### src/rtl/spi_regport_pkg.sv
package spi_regport_pkg;

  typedef enum logic [1:0] {
    PH_CMD   = 2'd0,
    PH_WRITE = 2'd1,
    PH_READ  = 2'd2
  } phase_e;

endpackage

### src/rtl/spi_regport_sync.sv
module spi_regport_sync #(
  parameter int W = 3
) (
  input  logic         clk,
  input  logic         rst_n,
  input  logic [W-1:0] d,
  output logic [W-1:0] q
);

  for (genvar i = 0; i < W; i++) begin : g_bit
    logic s1_q, s2_q;
    always_ff @(posedge clk or negedge rst_n) begin
      if (!rst_n) begin
        s1_q <= 1'b0;
        s2_q <= 1'b0;
      end else begin
        s1_q <= d[i];
        s2_q <= s1_q;
      end
    end
    assign q[i] = s2_q;
  end

endmodule

### src/rtl/spi_regport_edge.sv
module spi_regport_edge (
  input  logic clk,
  input  logic rst_n,
  input  logic ce,
  input  logic sclk,
  output logic start,
  output logic active,
  output logic lat_stb,
  output logic sft_stb
);

  logic ce_q, sclk_q, pol_q, pol_d;
  logic rise, fall;

  assign start  = ce & ~ce_q;
  assign active = ce & ce_q;
  assign rise   = sclk & ~sclk_q;
  assign fall   = ~sclk & sclk_q;
  assign lat_stb = active & (pol_q ? fall : rise);
  assign sft_stb = active & (pol_q ? rise : fall);

  always_comb begin
    pol_d = pol_q;
    if (start) pol_d = sclk;
  end

  always_ff @(posedge clk or negedge rst_n) begin
    if (!rst_n) begin
      ce_q   <= 1'b0;
      sclk_q <= 1'b0;
      pol_q  <= 1'b0;
    end else begin
      ce_q   <= ce;
      sclk_q <= sclk;
      pol_q  <= pol_d;
    end
  end

  // idle level is frozen for the rest of the transaction
  a_r2_pol_frozen: assert property (@(posedge clk) disable iff (!rst_n)
    active |=> $stable(pol_q));
  // one serial edge is never both taking and shifting
  a_r2_edge_excl: assert property (@(posedge clk) disable iff (!rst_n)
    !(lat_stb && sft_stb));

endmodule

### src/rtl/spi_regport_addr.sv
module spi_regport_addr #(
  parameter int AW        = 7,
  parameter int LOW_LAST  = 31,
  parameter int HIGH_FIRST = 32
) (
  input  logic          clk,
  input  logic          rst_n,
  input  logic          load,
  input  logic [AW-1:0] load_val,
  input  logic          inc,
  output logic [AW-1:0] addr
);

  localparam logic [AW-1:0] TOP_A  = {AW{1'b1}};
  localparam logic [AW-1:0] LOW_L  = AW'(LOW_LAST);
  localparam logic [AW-1:0] HIGH_F = AW'(HIGH_FIRST);

  logic [AW-1:0] addr_q, addr_d;

  always_comb begin
    addr_d = addr_q;
    if (load) begin
      addr_d = load_val;
    end else if (inc) begin
      if (addr_q == LOW_L)      addr_d = '0;
      else if (addr_q == TOP_A) addr_d = HIGH_F;
      else                      addr_d = addr_q + AW'(1);
    end
  end

  always_ff @(posedge clk or negedge rst_n) begin
    if (!rst_n) addr_q <= '0;
    else        addr_q <= addr_d;
  end

  assign addr = addr_q;

  a_r6_low_wrap: assert property (@(posedge clk) disable iff (!rst_n)
    (inc && !load && addr_q == LOW_L) |=> (addr_q == '0));
  a_r7_high_wrap: assert property (@(posedge clk) disable iff (!rst_n)
    (inc && !load && addr_q == TOP_A) |=> (addr_q == HIGH_F));
  a_r5_hold: assert property (@(posedge clk) disable iff (!rst_n)
    (!inc && !load) |=> $stable(addr_q));

endmodule

### src/rtl/spi_regport.sv
module spi_regport #(
  parameter int AW         = 7,
  parameter int DW         = 8,
  parameter int LOW_LAST   = 31,
  parameter int HIGH_FIRST = 32
) (
  input  logic          clk,
  input  logic          rst_n,
  input  logic          ce_i,
  input  logic          sclk_i,
  input  logic          sdi_i,
  output logic          sdo_o,
  output logic          sdo_oe_o,
  output logic [AW-1:0] mem_addr_o,
  output logic [DW-1:0] mem_wdata_o,
  output logic          mem_we_o,
  output logic          mem_re_o,
  input  logic [DW-1:0] mem_rdata_i
);
  import spi_regport_pkg::*;

  localparam int CW = $clog2(DW);
  localparam logic [CW-1:0] LAST_BIT = CW'(DW - 1);

  // reset: asserted asynchronously, released on the clock
  logic [1:0] rst_q;
  logic       rst_sn;
  always_ff @(posedge clk or negedge rst_n) begin
    if (!rst_n) rst_q <= 2'b00;
    else        rst_q <= {rst_q[0], 1'b1};
  end
  assign rst_sn = rst_q[1];

  logic [2:0] pins_s;
  logic ce_s, sclk_s, sdi_s;
  spi_regport_sync #(.W(3)) u_sync (
    .clk(clk), .rst_n(rst_sn), .d({ce_i, sclk_i, sdi_i}), .q(pins_s)
  );
  assign {ce_s, sclk_s, sdi_s} = pins_s;

  logic start, active, lat_stb, sft_stb;
  spi_regport_edge u_edge (
    .clk(clk), .rst_n(rst_sn), .ce(ce_s), .sclk(sclk_s),
    .start(start), .active(active), .lat_stb(lat_stb), .sft_stb(sft_stb)
  );

  phase_e        phase_q, phase_d;
  logic [CW-1:0] cnt_q, cnt_d;
  logic [DW-1:0] rx_q, rx_d, tx_q, tx_d, wdata_q, wdata_d, rx_full;
  logic          sdo_q, sdo_d, oe_q, oe_d, we_q, we_d, re_q, re_d;
  logic          addr_load, addr_inc, byte_done;
  logic [AW-1:0] addr;

  assign rx_full   = {rx_q[DW-2:0], sdi_s};
  assign byte_done = lat_stb && (cnt_q == LAST_BIT);

  always_comb begin
    phase_d = phase_q;  cnt_d = cnt_q;  rx_d = rx_q;  tx_d = tx_q;
    wdata_d = wdata_q;  sdo_d = sdo_q;  oe_d = oe_q;
    we_d = 1'b0;  re_d = 1'b0;  addr_load = 1'b0;  addr_inc = 1'b0;
    if (!ce_s || start) begin
      phase_d = PH_CMD;  cnt_d = '0;  oe_d = 1'b0;  sdo_d = 1'b0;
    end else if (active) begin
      if (lat_stb) begin
        rx_d  = rx_full;
        cnt_d = byte_done ? '0 : cnt_q + CW'(1);
        if (byte_done) begin
          case (phase_q)
            PH_CMD: begin
              addr_load = 1'b1;
              phase_d   = rx_full[DW-1] ? PH_WRITE : PH_READ;
              re_d      = ~rx_full[DW-1];
            end
            PH_WRITE: begin
              we_d    = 1'b1;
              wdata_d = rx_full;
            end
            default: begin
              addr_inc = 1'b1;
              re_d     = 1'b1;
            end
          endcase
        end
      end
      if (sft_stb && phase_q == PH_READ) begin
        sdo_d = tx_q[DW-1];
        tx_d  = {tx_q[DW-2:0], 1'b0};
        oe_d  = 1'b1;
      end
    end
    if (re_q) tx_d = mem_rdata_i;
    if (we_q) addr_inc = 1'b1;
  end

  always_ff @(posedge clk or negedge rst_sn) begin
    if (!rst_sn) begin
      phase_q <= PH_CMD;  cnt_q <= '0;  rx_q <= '0;  tx_q <= '0;
      wdata_q <= '0;  sdo_q <= 1'b0;  oe_q <= 1'b0;  we_q <= 1'b0;  re_q <= 1'b0;
    end else begin
      phase_q <= phase_d;  cnt_q <= cnt_d;  rx_q <= rx_d;  tx_q <= tx_d;
      wdata_q <= wdata_d;  sdo_q <= sdo_d;  oe_q <= oe_d;  we_q <= we_d;  re_q <= re_d;
    end
  end

  spi_regport_addr #(.AW(AW), .LOW_LAST(LOW_LAST), .HIGH_FIRST(HIGH_FIRST)) u_addr (
    .clk(clk), .rst_n(rst_sn), .load(addr_load), .load_val(rx_full[AW-1:0]),
    .inc(addr_inc), .addr(addr)
  );

  assign sdo_o       = sdo_q;
  assign sdo_oe_o    = oe_q;
  assign mem_addr_o  = addr;
  assign mem_wdata_o = wdata_q;
  assign mem_we_o    = we_q;
  assign mem_re_o    = re_q;

  a_r8_oe_idle: assert property (@(posedge clk) disable iff (!rst_sn)
    !ce_s |=> !sdo_oe_o);
  a_r8_oe_read_only: assert property (@(posedge clk) disable iff (!rst_sn)
    sdo_oe_o |-> (phase_q == PH_READ));
  a_r9_we_pulse: assert property (@(posedge clk) disable iff (!rst_sn)
    mem_we_o |=> !mem_we_o);
  a_r10_re_pulse: assert property (@(posedge clk) disable iff (!rst_sn)
    mem_re_o |=> !mem_re_o);
  a_r4_dir_excl: assert property (@(posedge clk) disable iff (!rst_sn)
    !(mem_we_o && mem_re_o));
  a_r1_start_cmd: assert property (@(posedge clk) disable iff (!rst_sn)
    start |=> (phase_q == PH_CMD && cnt_q == '0));

endmodule

### config.mk
export PLATFORM = sky130hd
export DESIGN_NAME = spi_regport
export DESIGN_NICKNAME = d
export VERILOG_FILES = /design/src/rtl/spi_regport_pkg.sv /design/src/rtl/spi_regport_sync.sv /design/src/rtl/spi_regport_edge.sv /design/src/rtl/spi_regport_addr.sv /design/src/rtl/spi_regport.sv
export SDC_FILE = /design/constraint.sdc
export NUM_CORES = 1
export LEC_CHECK = 0
export BUFFER_PORTS_ARGS = -buffer_cell sky130_fd_sc_hd__buf_2
export CAP_MARGIN = 10
export CELL_PAD_IN_SITES_DETAIL_PLACEMENT = 0
export CELL_PAD_IN_SITES_GLOBAL_PLACEMENT = 1
export CORE_ASPECT_RATIO = 0.8
export CORE_MARGIN = 3
export CORE_UTILIZATION = 41
export DETAILED_ROUTE_END_ITERATION = 8
export GPL_ROUTABILITY_DRIVEN = 0
export PLACE_DENSITY_LB_ADDON = 0.1
export SLEW_MARGIN = 40
export SYNTH_ARGS = -nofsm -noshare
export SYNTH_HDL_FRONTEND = slang
export SYNTH_SLANG_ARGS = --single-unit
### constraint.sdc
create_clock -name clk -period 1.4 [get_ports clk]
set_input_delay 0.14 -clock clk [delete_from_list [all_inputs] [get_ports clk]]
set_output_delay 0.14 -clock clk [all_outputs]
set_load 0.02 [all_outputs]
# After elaboration in Yosys (flattened, before gate mapping)

Index checks and enable logic that the tools add are counted.

Bitwise operators: 11
$add $sub $neg: 2
Multipliers: 0
Muxes and demuxes: 47
Shifts and indexed selects: 0
Equality and inequality tests: 6
Div/mod/pow operators: 0
Reductions and logical operators: 20
$lt $le $gt $ge: 0

Operators by type and width:

| operator            | count |
|---|---|
| $mux 8              | 4 |
| $mux 1              | 28 |
| $mux 7              | 4 |
| $reduce_bool 2->1   | 8 |
| $mux 2              | 6 |
| $mux 3              | 4 |
| $add 7x1->7 const B | 1 |
| $eq 7x5->1 const B  | 1 |
| $eq 7x7->1 const B  | 1 |
| $and 1x1->1         | 6 |
| $reduce_and 3->1    | 2 |
| $not 1->1           | 5 |
| $reduce_and 5->1    | 1 |
| $reduce_and 2->1    | 2 |
| $reduce_and 4->1    | 1 |
| $add 3x1->3 const B | 1 |
| $eq 3x3->1 const B  | 1 |
| $eq 2x1->1 const B  | 1 |
| $eq 2x2->1 const B  | 1 |
| $logic_and 1x1->1   | 2 |
| $logic_not 2->1     | 1 |
| $ne 2x2->1 const B  | 1 |
| $pmux 1 s2          | 1 |
| $reduce_or 2->1     | 1 |
| 2 further kinds     | 2 |

Bits in latches: 0
Memory bits (writable): 0
Register bits after elaboration: 50
Input bits: 13
Bits in read-only memories: 0
Memories: 0
Output and inout bits: 19

# Logic depth before layout (Yosys ltp)

Depth in word-level cells: 12
Gate-level depth with buffers: 7
Mapped depth without buffers: 6

# Modules after synthesis

A second synthesis with hierarchy kept.

Cells, all modules: 193
Area, all modules: 2,229.6 um2

By module, submodules not included:

| module           | instances | cells each | area each (um2) | sequential area each (um2) |
|---|---|---|---|---|
| spi_regport      | 1         | 122        | 1,482.7         | 850.8 |
| spi_regport_addr | 1         | 49         | 431.7           | 175.2 |
| spi_regport_sync | 1         | 9          | 172.7           | 150.1 |
| spi_regport_edge | 1         | 13         | 142.6           | 75.1 |

# Worst setup path before layout

Ideal clock, no wire load.

Path kind: reg-to-reg
From: reg cnt_q[0]
To: reg u_addr.addr_q[3] (netlist: u_addr.addr[3])
Data arrival time: 1.754 ns
Path slack: -0.475 ns
Buffers on the path: 1
Required time: 1.279 ns
Stages on the path, launching flop included: 8
Library setup time: 0.121 ns
Cells stage by stage: dfrtp_1 ha_1 ha_1 nand4b_1 a211o_1 buf_6 mux2_4 a22o_1

Word-level cells in the longest chain between the ends: 8

RTL lines:

| item                        | RTL line               | source |
|---|---|---|
| start: declaration          | spi_regport.sv:48      | `logic [CW-1:0] cnt_q, cnt_d;` |
| start signal: assignment    | spi_regport.sv:100     | `phase_q <= phase_d; cnt_q <= cnt_d; rx_q <= rx_d; tx_q <= tx_d;` |
| $eq 3x3->1 *                | spi_regport.sv:55      | `assign byte_done = lat_stb && (cnt_q == LAST_BIT);` |
| $logic_and 1x1->1 *         | spi_regport.sv:55      |  |
| $mux 1                      | spi_regport.sv:67      | `if (byte_done) begin` |
| $mux 1                      | spi_regport.sv:64      | `if (lat_stb) begin` |
| $mux 1                      | spi_regport.sv:63      | `end else if (active) begin` |
| $mux 1                      | spi_regport.sv:61      | `if (!ce_s \|\| start) begin` |
| $mux 1                      | spi_regport.sv:92      | `if (we_q) addr_inc = 1'b1;` |
| $reduce_bool 2->1 (no line) | --                     |  |
| end signal: assignment      | spi_regport_addr.sv:33 | `else addr_q <= addr_d;` |
| end: declaration            | spi_regport_addr.sv:18 | `logic [AW-1:0] addr_q, addr_d;` |

Mark *: on every way between the ends. The rest lies on a longest branch, timed or not.
A chain may end at the register's enable or synchronous reset.

# Worst setup path after layout

From: reg u_sync.g_bit[1].s2_q
To: reg u_addr.addr_q[3] (netlist: u_addr.addr[3])

Word-level cells in the longest chain between the ends: 11

RTL lines:

| item                        | RTL line               | source |
|---|---|---|
| start: declaration          | spi_regport_sync.sv:11 | `logic s1_q, s2_q;` |
| start signal: assignment    | spi_regport_sync.sv:18 | `s2_q <= s1_q;` |
| $not 1->1                   | spi_regport_edge.sv:18 | `assign fall = ~sclk & sclk_q;` |
| $and 1x1->1                 | spi_regport_edge.sv:18 |  |
| $mux 1 *                    | spi_regport_edge.sv:19 | `assign lat_stb = active & (pol_q ? fall : rise);` |
| $and 1x1->1 *               | spi_regport_edge.sv:19 |  |
| $logic_and 1x1->1           | spi_regport.sv:55      |  |
| $mux 1                      | spi_regport.sv:67      |  |
| $mux 1                      | spi_regport.sv:64      |  |
| $mux 1                      | spi_regport.sv:63      |  |
| $mux 1                      | spi_regport.sv:61      |  |
| $mux 1                      | spi_regport.sv:92      |  |
| $reduce_bool 2->1 (no line) | --                     |  |

Marks and branches as above.

==> results.cfg <==
[layout]
layout_commonest_cell = dfrtp_1
ff_latch_area_sq_mm = 0.00125
mostFrequentLayoutCells = dfrtp_1, buf_2, buf_4
antenna_cells = 0
fillers = 397
drive_gt1_frac = 0.461
final_nets = 273
multiInputGateArea_sq_mm = 0.00102
syn_to_final_growth_pct = 40.5

[timing]
timing.final.crit_share = 1.36
max_freq_ghz = 0.525
clock_skew_ns = 0.00625
period_needed_ns = 1.90
slew_viol_final = 0
setup_violations = 39
hold_violations = 0
rsz0062_at_grt = yes
whs_ns = 0.0559
setup_slack_ns = -0.504

[synthesis]
synth.distinct_cells = 46
synth_top_area_frac = 0.567
yosysTopAreaCell = dfrtp_1
syn_area_per_cell_sq_um = 12.3
synthCells = 179
synthFlopType = dfrtp_1
yosysSeqAreaShare = 0.567
synth-edff-count = 0
yosys_warnings = 0
synth_area_leaders = dfrtp_1, mux2_2, mux2i_1
synth_fp_nets = 195
ys_ff_latch = 50
synthArstFlopShare = 1.00
syn-cell-area_sq_mm = 0.00221

[grt]
grt_pass1_wl_mm = 8.55
gr-total-overflow = 0
antenna_found_initial = 0
track_usage = 0.172
grt_max_degree = 32
grt_pass1_vias = 1742

[critical_path]
startpoint = u_sync.g_bit[1].s2_q
cp-start-kind = register
rr_worst_depth = 5
crit_type = register to register
worstPathRequired_ns = 1.59
arrival_ns = 2.10
reg2reg_setup_slack_ns = -0.50
rr_endpoint = u_addr.addr[3]
end_kind = register
crit_fanout = 5
r2r_start = u_sync.g_bit[1].s2_q
endpoint = u_addr.addr[3]

[die]
chipHeight_microns = 71.6
rows = 23
dieWidth_microns = 88.0
die_area_sq_mm = 0.00631
initial_core_util = 0.433
core_region_area_sq_mm = 0.00509
io_pins = 32

[drt]
num_vias = 1679
drc = 0
drt_iter0_drc = 45
wirelength_mm = 5.10
dr.pass1.iters = 4
postRouteAntennaNets = 0
avgViaCountPerCell = 5.25
wl_per_cell_microns = 15.9

[clock_tree]
cts_root_buf = clkbuf_8
htree_levels = 2
clock_latency_ns = 0.30
cts_tree = built
cts_sinks = 50
clockBufferDepth = 2
cts.clk_slew.worst_paths_ns = 0.10
numCtsBuffers = 5

[power]
finalPower_w = 0.00295
leakage_nw = 1.47
irDropWorstVdd_mv = 0.588
power_density_mw_per_mm2 = 951

[place]
place_hpwl_mm = 3.38
port_buffers = 31

[run_status]
status = finished, violations left
violations = negative setup slack

[hold_path]
hold_class = input pin to register

[job]
drv_cap = 0
metrics by stage:
stage	worst slack [ns]	TNS, ns	cell area [sq um]	utilization	std cells
floorplan	-0.437	-10.98	2270	-	179
global placement	-0.439	-11.98	2680	0.526	292
detailed placement	-0.510	-13.19	2680	0.526	292
CTS	-0.490	-14.91	3010	0.591	315
global route	-0.544	-17.82	3100	0.609	320
finish	-0.504	-15.67	3100	0.609	320
cell type report:
cell class                      instances  area share
Clock buffer                            5      0.0222
Tap cell                               62      0.0250
Inverter                                4     0.00484
Timing Repair Buffer                   77       0.199
Multi-Input combinational cell        119       0.329
Sequential cell                        50       0.404
Clock inverter                          3      0.0153
sequential cells by signal, indices dropped and copies added (netlist names), 3 cells and up:
name               cells
cnt_q                  3
u_sync.g_bit.s1_q      3
u_sync.g_bit.s2_q      3
rx_q                   7
u_addr.addr            7
tx_q                   8
mem_wdata_o            8
Yosys cell counts (all sizes together), types with 3 or more instances:
master,n
a21oi,3
a31oi,4
and3,4
buf,6
dfrtp,50
ha,3
inv,4
mux2,17
mux2i,11
nand2,20
nand2b,3
nand3,3
nor2,6
nor3,4
o21ai,10
worst min-delay path by stage:
stage                   start  endpoint  slack, ns  depth (start not counted)
2_1_floorplan           rst_n  rst_q[0]      -0.16                          0
3_3_place_gp            rst_n  rst_q[0]      -0.07                          1
3_5_place_dp            rst_n  rst_q[0]      -0.07                          1
4_1_cts        mem_rdata_i[6]   tx_q[6]       0.05                          3
5_1_grt        mem_rdata_i[2]   tx_q[2]       0.07                          3
6_report       mem_rdata_i[0]   tx_q[0]       0.06                          3
metal layers:
layer,up-vias,wire length (microns),GRT usage
met1,837,2560,0.262
met2,43,2300,0.260
met5,-,0,0
li1,795,-,-
met4,0,38,0.0302
met3,4,196,0.0333
report_power, final:
group | switching [W] | leakage, nW | internal, W | total, W
Clock | 0.000503 | 0.0587 | 0.000542 | 0.00104
Combinational | 0.0000870 | 0.785 | 0.000177 | 0.000264
Sequential | 0.000116 | 0.623 | 0.00152 | 0.00164
Total | 0.000705 | 1.47 | 0.00224 | 0.00295
logic make-up after synthesis:
family / Yosys count / share of synthesized area
AOI/OAI and AO/OA: 33 / 0.126
xor gates and xnor gates: 1 / 0.00397
adders and majority gates: 3 / 0.0170
buffers and inverters: 11 / 0.0266
DFF: 50 / 0.567
muxes: 28 / 0.138
other: 1 / 0.00170
and+or+nand+nor: 52 / 0.120
worst max-delay path, cell delays in order (launching register included):
cell and delay (ns):
dfrtp_1 0.38, buf_6 0.12, or3b_4 0.43, a211o_4 0.37, mux2_4 0.30, a22o_1 0.20
what timing repair did:
action                     in CTS  in global routing
resized for setup              35                 10
cloned                          1                  1
setup endpoints to repair      39                 40
pin swaps                       5                 13
hold buffers                    4                  0
setup buffers                  11                  5
hold endpoints to repair        5                  0
No activity file was read; power rests on OpenSTA's default activity.
